**src/rtl/thermo_conv_pkg.sv**
```systemverilog
package thermo_conv_pkg;

  localparam int unsigned GOLD_SCALE    = 500;
  localparam int          RESET_SLOPE   = -250460;
  localparam int          RESET_OFFSET  = 250460;
  localparam int          RESET_GOLDEN  = 50;
  localparam int          TRIP_OFF_CODE = -274000;

  typedef enum logic [1:0] {F_IDLE, F_MUL, F_ADD, F_OUT} fwd_st_e;
  typedef enum logic [1:0] {V_IDLE, V_DIV, V_FIX, V_OUT} inv_st_e;

endpackage

```
**src/rtl/thermo_conv_coef.sv**
```systemverilog
module thermo_conv_coef
  import thermo_conv_pkg::*;
#(
  parameter int DATA_W = 32,
  parameter int GOLD_W = 8
) (
  input  logic                     clk,
  input  logic                     rst,
  input  logic                     wr_req,
  input  logic                     paths_idle,
  input  logic signed [DATA_W-1:0] slope_in,
  input  logic signed [DATA_W-1:0] offset_in,
  input  logic        [GOLD_W-1:0] golden_in,
  output logic signed [DATA_W-1:0] slope,
  output logic signed [DATA_W-1:0] base
);

  // golden*500 folded into the offset once, at write time
  logic signed [DATA_W-1:0] gold_term;
  assign gold_term = $signed(DATA_W'(golden_in) * DATA_W'(GOLD_SCALE));

  always_ff @(posedge clk) begin
    if (rst) begin
      slope <= DATA_W'(RESET_SLOPE);
      base  <= DATA_W'(RESET_GOLDEN * GOLD_SCALE + RESET_OFFSET);
    end else if (wr_req && paths_idle) begin
      slope <= slope_in;
      base  <= gold_term + offset_in;
    end
  end

  p_cfg_locked_r9: assert property (@(posedge clk) disable iff (rst)
    (wr_req && !paths_idle) |=> ($stable(slope) && $stable(base)));

endmodule

```
**src/rtl/thermo_conv_fwd.sv**
```systemverilog
module thermo_conv_fwd
  import thermo_conv_pkg::*;
#(
  parameter int DATA_W = 32,
  parameter int IN_W   = 32,
  parameter int RAW_W  = 24,
  parameter int FRAC_W = 14
) (
  input  logic                     clk,
  input  logic                     rst,
  input  logic signed [DATA_W-1:0] slope,
  input  logic signed [DATA_W-1:0] base,
  input  logic                     in_valid,
  output logic                     in_ready,
  input  logic        [IN_W-1:0]   in_raw,
  output logic                     out_valid,
  input  logic                     out_ready,
  output logic signed [DATA_W-1:0] out_temp,
  output logic                     out_invalid,
  output logic                     idle
);

  localparam int PROD_W = 2 * DATA_W;

  fwd_st_e                   st;
  logic [RAW_W-1:0]          raw_q;
  logic                      zero_q;
  logic signed [PROD_W-1:0]  prod_q;
  logic [RAW_W-1:0]          raw_m;
  logic                      unused_hi;
  logic signed [PROD_W-1:0]  slope_x, raw_x, sum_x;

  assign raw_m     = in_raw[RAW_W-1:0];
  assign unused_hi = ^in_raw[IN_W-1:RAW_W];
  assign slope_x   = $signed({{DATA_W{slope[DATA_W-1]}}, slope});
  assign raw_x     = $signed({{(PROD_W-RAW_W){1'b0}}, raw_q});
  assign sum_x     = (prod_q >>> FRAC_W) + $signed({{DATA_W{base[DATA_W-1]}}, base});

  assign in_ready = (st == F_IDLE);
  assign idle     = (st == F_IDLE) && !in_valid;

  always_ff @(posedge clk) begin
    if (rst) begin
      st          <= F_IDLE;
      raw_q       <= '0;
      zero_q      <= 1'b0;
      prod_q      <= '0;
      out_valid   <= 1'b0;
      out_temp    <= '0;
      out_invalid <= 1'b0;
    end else begin
      case (st)
        F_IDLE: if (in_valid) begin
          raw_q  <= raw_m;
          zero_q <= (raw_m == '0);
          st     <= F_MUL;
        end
        F_MUL: begin
          prod_q <= slope_x * raw_x;
          st     <= F_ADD;
        end
        F_ADD: begin
          out_valid   <= 1'b1;
          out_invalid <= zero_q;
          out_temp    <= zero_q ? '0 : sum_x[DATA_W-1:0];
          st          <= F_OUT;
        end
        default: if (out_ready) begin
          out_valid <= 1'b0;
          st        <= F_IDLE;
        end
      endcase
    end
  end

  p_temp_hold_r8: assert property (@(posedge clk) disable iff (rst)
    (out_valid && !out_ready) |=> (out_valid && $stable(out_temp) && $stable(out_invalid)));

  p_zero_no_temp_r4: assert property (@(posedge clk) disable iff (rst)
    (out_valid && out_invalid) |-> (out_temp == '0));

  p_fwd_busy_r7: assert property (@(posedge clk) disable iff (rst)
    (in_valid && in_ready) |=> !in_ready);

endmodule

```
**src/rtl/thermo_conv_inv.sv**
```systemverilog
module thermo_conv_inv
  import thermo_conv_pkg::*;
#(
  parameter int DATA_W = 32,
  parameter int FRAC_W = 14
) (
  input  logic                     clk,
  input  logic                     rst,
  input  logic signed [DATA_W-1:0] slope,
  input  logic signed [DATA_W-1:0] base,
  input  logic                     in_valid,
  output logic                     in_ready,
  input  logic signed [DATA_W-1:0] in_temp,
  output logic                     out_valid,
  input  logic                     out_ready,
  output logic        [DATA_W-1:0] out_raw,
  output logic                     out_disabled,
  output logic                     idle
);

  localparam int NUM_W = DATA_W + FRAC_W + 2;
  localparam int DEN_W = DATA_W + 1;
  localparam int REM_W = DEN_W + 1;
  localparam int CNT_W = $clog2(NUM_W + 1);

  inv_st_e                  st;
  logic [NUM_W-1:0]         quo;
  logic [REM_W-1:0]         rem;
  logic [DEN_W-1:0]         dmag;
  logic                     neg_q;
  logic [CNT_W-1:0]         cnt;

  logic signed [DATA_W:0]   diff;
  logic signed [NUM_W-1:0]  num;
  logic signed [DEN_W-1:0]  den;
  logic [REM_W-1:0]         rem_sh;
  logic [NUM_W-1:0]         quo_neg;
  logic                     is_off;

  assign is_off  = (in_temp == DATA_W'(TRIP_OFF_CODE));
  assign diff    = $signed({base[DATA_W-1], base}) - $signed({in_temp[DATA_W-1], in_temp});
  assign num     = $signed({{(NUM_W-DATA_W-1){diff[DATA_W]}}, diff}) <<< FRAC_W;
  assign den     = -$signed({slope[DATA_W-1], slope});
  assign rem_sh  = {rem[REM_W-2:0], quo[NUM_W-1]};
  assign quo_neg = -quo;

  assign in_ready = (st == V_IDLE);
  assign idle     = (st == V_IDLE) && !in_valid;

  always_ff @(posedge clk) begin
    if (rst) begin
      st           <= V_IDLE;
      quo          <= '0;
      rem          <= '0;
      dmag         <= '0;
      neg_q        <= 1'b0;
      cnt          <= '0;
      out_valid    <= 1'b0;
      out_raw      <= '0;
      out_disabled <= 1'b0;
    end else begin
      case (st)
        V_IDLE: if (in_valid) begin
          if (is_off) begin
            out_valid    <= 1'b1;
            out_disabled <= 1'b1;
            out_raw      <= '0;
            st           <= V_OUT;
          end else begin
            quo   <= num[NUM_W-1] ? NUM_W'(-num) : NUM_W'(num);
            dmag  <= den[DEN_W-1] ? DEN_W'(-den) : DEN_W'(den);
            neg_q <= num[NUM_W-1] ^ den[DEN_W-1];
            rem   <= '0;
            cnt   <= CNT_W'(NUM_W);
            st    <= V_DIV;
          end
        end
        V_DIV: begin
          if (rem_sh >= REM_W'(dmag)) begin
            rem <= rem_sh - REM_W'(dmag);
            quo <= {quo[NUM_W-2:0], 1'b1};
          end else begin
            rem <= rem_sh;
            quo <= {quo[NUM_W-2:0], 1'b0};
          end
          cnt <= cnt - 1'b1;
          if (cnt == CNT_W'(1)) st <= V_FIX;
        end
        V_FIX: begin
          out_raw      <= neg_q ? quo_neg[DATA_W-1:0] : quo[DATA_W-1:0];
          out_disabled <= 1'b0;
          out_valid    <= 1'b1;
          st           <= V_OUT;
        end
        default: if (out_ready) begin
          out_valid <= 1'b0;
          st        <= V_IDLE;
        end
      endcase
    end
  end

  p_raw_hold_r8: assert property (@(posedge clk) disable iff (rst)
    (out_valid && !out_ready) |=> (out_valid && $stable(out_raw) && $stable(out_disabled)));

  p_trip_off_fast_r6: assert property (@(posedge clk) disable iff (rst)
    (in_valid && in_ready && in_temp == DATA_W'(TRIP_OFF_CODE))
      |=> (out_valid && out_disabled && out_raw == '0));

  p_inv_busy_r7: assert property (@(posedge clk) disable iff (rst)
    (in_valid && in_ready) |=> !in_ready);

endmodule

```
**src/rtl/thermo_conv.sv**
```systemverilog
module thermo_conv
  import thermo_conv_pkg::*;
#(
  parameter int DATA_W = 32,
  parameter int IN_W   = 32,
  parameter int RAW_W  = 24,
  parameter int FRAC_W = 14,
  parameter int GOLD_W = 8
) (
  input  logic                     clk,
  input  logic                     rst,
  input  logic                     cfg_wr,
  input  logic signed [DATA_W-1:0] cfg_slope,
  input  logic signed [DATA_W-1:0] cfg_offset,
  input  logic        [GOLD_W-1:0] cfg_golden,
  input  logic                     fwd_in_valid,
  output logic                     fwd_in_ready,
  input  logic        [IN_W-1:0]   fwd_in_raw,
  output logic                     fwd_out_valid,
  input  logic                     fwd_out_ready,
  output logic signed [DATA_W-1:0] fwd_out_temp,
  output logic                     fwd_out_invalid,
  input  logic                     thr_in_valid,
  output logic                     thr_in_ready,
  input  logic signed [DATA_W-1:0] thr_in_temp,
  output logic                     thr_out_valid,
  input  logic                     thr_out_ready,
  output logic        [DATA_W-1:0] thr_out_raw,
  output logic                     thr_out_disabled
);

  logic signed [DATA_W-1:0] slope, base;
  logic                     fwd_idle, inv_idle;

  thermo_conv_coef #(.DATA_W(DATA_W), .GOLD_W(GOLD_W)) u_coef (
    .clk        (clk),
    .rst        (rst),
    .wr_req     (cfg_wr),
    .paths_idle (fwd_idle && inv_idle),
    .slope_in   (cfg_slope),
    .offset_in  (cfg_offset),
    .golden_in  (cfg_golden),
    .slope      (slope),
    .base       (base)
  );

  thermo_conv_fwd #(.DATA_W(DATA_W), .IN_W(IN_W), .RAW_W(RAW_W), .FRAC_W(FRAC_W)) u_fwd (
    .clk         (clk),
    .rst         (rst),
    .slope       (slope),
    .base        (base),
    .in_valid    (fwd_in_valid),
    .in_ready    (fwd_in_ready),
    .in_raw      (fwd_in_raw),
    .out_valid   (fwd_out_valid),
    .out_ready   (fwd_out_ready),
    .out_temp    (fwd_out_temp),
    .out_invalid (fwd_out_invalid),
    .idle        (fwd_idle)
  );

  thermo_conv_inv #(.DATA_W(DATA_W), .FRAC_W(FRAC_W)) u_inv (
    .clk          (clk),
    .rst          (rst),
    .slope        (slope),
    .base         (base),
    .in_valid     (thr_in_valid),
    .in_ready     (thr_in_ready),
    .in_temp      (thr_in_temp),
    .out_valid    (thr_out_valid),
    .out_ready    (thr_out_ready),
    .out_raw      (thr_out_raw),
    .out_disabled (thr_out_disabled),
    .idle         (inv_idle)
  );

endmodule

```
**config.mk**
```make
export PLATFORM = sky130hd
export DESIGN_NAME = thermo_conv
export DESIGN_NICKNAME = d
export VERILOG_FILES = /design/src/rtl/thermo_conv_pkg.sv /design/src/rtl/thermo_conv_coef.sv /design/src/rtl/thermo_conv_fwd.sv /design/src/rtl/thermo_conv_inv.sv /design/src/rtl/thermo_conv.sv
export SDC_FILE = /design/constraint.sdc
export NUM_CORES = 2
export LEC_CHECK = 0
export ABC_AREA = 1
export BUFFER_PORTS_ARGS = -buffer_cell sky130_fd_sc_hd__buf_2
export CORE_ASPECT_RATIO = 1.2
export CORE_MARGIN = 1.5
export CORE_UTILIZATION = 40
export CTS_CLUSTER_DIAMETER = 80
export DETAILED_ROUTE_END_ITERATION = 16
export SLEW_MARGIN = 40
export SYNTH_ARGS = -nofsm -noshare
export SYNTH_HDL_FRONTEND = slang
export SYNTH_SLANG_ARGS = --single-unit
```
**constraint.sdc**
```tcl
create_clock -name clk -period 13.2 [get_ports clk]
set_input_delay 0.66 -clock clk [delete_from_list [all_inputs] [get_ports clk]]
set_output_delay 0.66 -clock clk [all_outputs]
set_load 0.005 [all_outputs]
```
==> results by group <==
Placed design
  • RePlAce Congestion: 0.9566
  • DPL Wire Length: around 120000 um
  • PortBufs: 204

Critical path
  • Arr. time, crit path: between 7000 and 8000 ps
  • Startpoint types: flop
  • CP endpoint kind: flop
  • WP data required: 13710 ps
  • Crit-path max FO: 16
  • Crit path kind: reg2reg

STA
  • Tmin final: 7421 ps
  • Final setup fails: 0
  • Worst Skew: ~21 ps
  • Worst slew margin: 41.31%
  • Setup TNS: 0 ps
  • RSZ-0062 raised after global routing: no
  • Pins Over Slew Limit: 0
  • Final period util: between 50% and 60%
  • Slew @ Worst Pin: 880.3 ps
  • Max Freq: 0.1348 GHz
  • Final hold vios: 0

Global route
  • Largest net degree at the start of global routing: 84
  • First-pass GRT wire length: ~250000 um
  • Most used routing layer in global routing: met2
  • GRT Total Usage: about a quarter
  • Met2 GRT Util: 44.47%
  • Vias in the first global route: about 44000
  • Initial antenna violation count: 4
  • Grt met3 use: roughly 2.4%
  • M1 GR Usage: ~32%
  • GRT Residual Overflow: 0

Detailed routing
  • Vias/cell: ~5
  • WL/cell: between 15 and 20 um
  • Residual DRC: 0
  • Via Count: between 40000 and 50000
  • Remaining antenna violation count after routing: 0
  • Initial DRC Count: just under 3000
  • Pre-antenna DRT Iters: 6
  • Routed WL: approximately 160000 um

Outcome
  • Status: finished clean

Floorplanning
  • Boundary Pins: 213
  • Row Count: 140
  • Die area: 125200 um2
  • CORE AREA: between 100000 and 150000 um2
  • Chip Width: between 300 and 400 um
  • Die H: 387.3 um
  • Initial Utilization: around 40%

CTS
  • Post-CTS setup buffer count: 0
  • H-tree depth: 2
  • Clk_lat worst skew: 630 ps
  • Clock sinks: 314
  • CTS Hold Bufs: 0
  • CTS tree: yes
  • CTS Buf Count: 40
  • Worst-path clk slew: approximately 60 ps
  • Clk root buf: clkbuf_16
  • Post-cts gate resize count: 0
  • CTS Buffer Depth: 3

Final layout
  • Post-synthesis to final-layout area growth: 7.809%
  • Commonest cells after routing, fill and taps aside: 1793 x inv_1, 1735 x nand2_1, 687 x fa_1, 478 x nor2_1, 443 x a21oi_1
  • Fillcell total: 12821
  • Commonest non-fill, non-tap cell in the layout: inv_1
  • Fraction of layout cells with a size suffix above 1: between 6 and 7%
  • Fin nets: between 8000 and 9000

Synth
  • Primary FF master, synth: dfxtp_1
  • Mapped cell area: 49220 um2
  • Synth Register Bits: 314
  • Async SR Flop Fraction: 0%
  • Syn Area/Cell: a little under 7 um2
  • Synthesis Warnings: 0
  • Register area share after synthesis: 12.77%
  • Distinct cell type count after synthesis: 65
  • EDFF count, synth: 0
  • Net Count, Synth: between 8000 and 9000
  • Synthesized instance count: 7150

Min path
  • Worst Hold Class: in2reg

Run
  • Max_cap viols: 0
per-stage QoR:
step	cells	hold slack (ps)	worst slack (ps)	utilization, %	cell area [um2]
after floorplan	7150	430.3	6870	-	49220
after global placement	8761	448.3	5930	42.41	51630
after detailed placement	8762	448.2	5921	42.44	51660
after CTS	8832	231.5	5896	43.57	53040
after global routing	8833	272.0	5442	43.58	53060
final	8834	267.7	5779	43.59	53060
final cells by class:
cell class              count  area, um2  area share [%]
clock buffers              51       1105           2.082
inverters                1815       6815           12.84
diodes                      2      5.005        0.009432
clock inverters            19      274.0          0.5164
flip-flops and latches    314       6305           11.88
multi-input cells        4731      34980           65.92
well taps                1633       2043           3.851
repair buffers            269       1539           2.900
flip-flops by register name, summed over array words and instances (netlist names), 2 cells and up:
signal          count
u_fwd.st            2
u_inv.quo          48
u_inv.cnt           6
u_inv.out_raw      32
u_fwd.raw_q        24
u_inv.rem          33
u_inv.dmag         33
u_inv.st            2
u_coef.slope       32
u_coef.base        32
u_fwd.out_temp     32
u_fwd.prod_q       32
synth_stat cells (all sizes together) (7+ instances only):
cell / number / share of area, %
nor4: 32 / 0.44
o21ai: 289 / 3.0
buf: 65 / 0.70
nand3b: 15 / 0.23
nor2: 503 / 4.0
ha: 289 / 7.3
o21a: 22 / 0.34
o21bai: 15 / 0.23
inv: 1811 / 14
nand4: 62 / 0.83
nand2: 1745 / 13
xor2: 110 / 2.1
o22ai: 12 / 0.15
a21o: 18 / 0.28
a21oi: 443 / 4.5
or2: 16 / 0.20
and2: 7 / 0.089
xnor2: 61 / 1.1
o211ai: 51 / 0.78
fa: 687 / 28
a31oi: 33 / 0.42
nor3: 58 / 0.65
clkbuf: 225 / 1.7
nand3: 228 / 2.4
dfxtp: 314 / 13
logic make-up (layout without fill, tap and decap cells):
kind of cell / after synthesis / after routing / synth area share, %
and+or+nand+nor: 2670 / 2670 / 22.34
buffers and inverters: 2105 / 2154 / 16.26
adders and majority gates: 976 / 976 / 35.29
AOI/OAI and AO/OA: 914 / 914 / 10.17
DFF: 314 / 314 / 12.77
xor gates and xnor gates: 171 / 171 / 3.157
other: 0 / 2 / 0
critical path, stage by stage (launching register included):
cell and delay, ps:
dfxtp_1 720, buf_4 420, nand2_1 120, fa_1 490, fa_1 560, inv_1 50, fa_1 450, ha_1 230
fa_1 540, inv_1 50, fa_1 470, fa_1 550, inv_1 40, ha_1 300, nand2_1 90, nor2_1 160
nand4_1 150, nor4_1 310, nor2_1 110, o21ai_0 440, a21oi_1 280, o21ai_0 330, nand2_1 120, nand3_1 90
nand3_1 100, nand2_1 80, inv_1 30
metal layers:
layer / vias to the layer above / wire [um]
met3: 274 / 7264
met2: 1070 / 77090
li1: 21420 / -
met5: - / 17
met1: 21328 / 66170
met4: 2 / 6290
worst paths after layout:
kind | from | to | slack, ps | cells after the start
worst min register to register | u_inv.dmag[32] | u_inv.dmag[32] | 460 | 2
worst max-delay path | u_coef.slope[6] | u_fwd.prod_q[28] | 5780 | 26
worst max register to register | u_coef.slope[6] | u_fwd.prod_q[28] | 5780 | 26
worst min-delay path | cfg_slope[8] | u_coef.slope[8] | 270 | 3
Power is left out: the tool's default activity adds up to more than one toggle a clock period on the data nets, which glitch-free logic cannot reach.
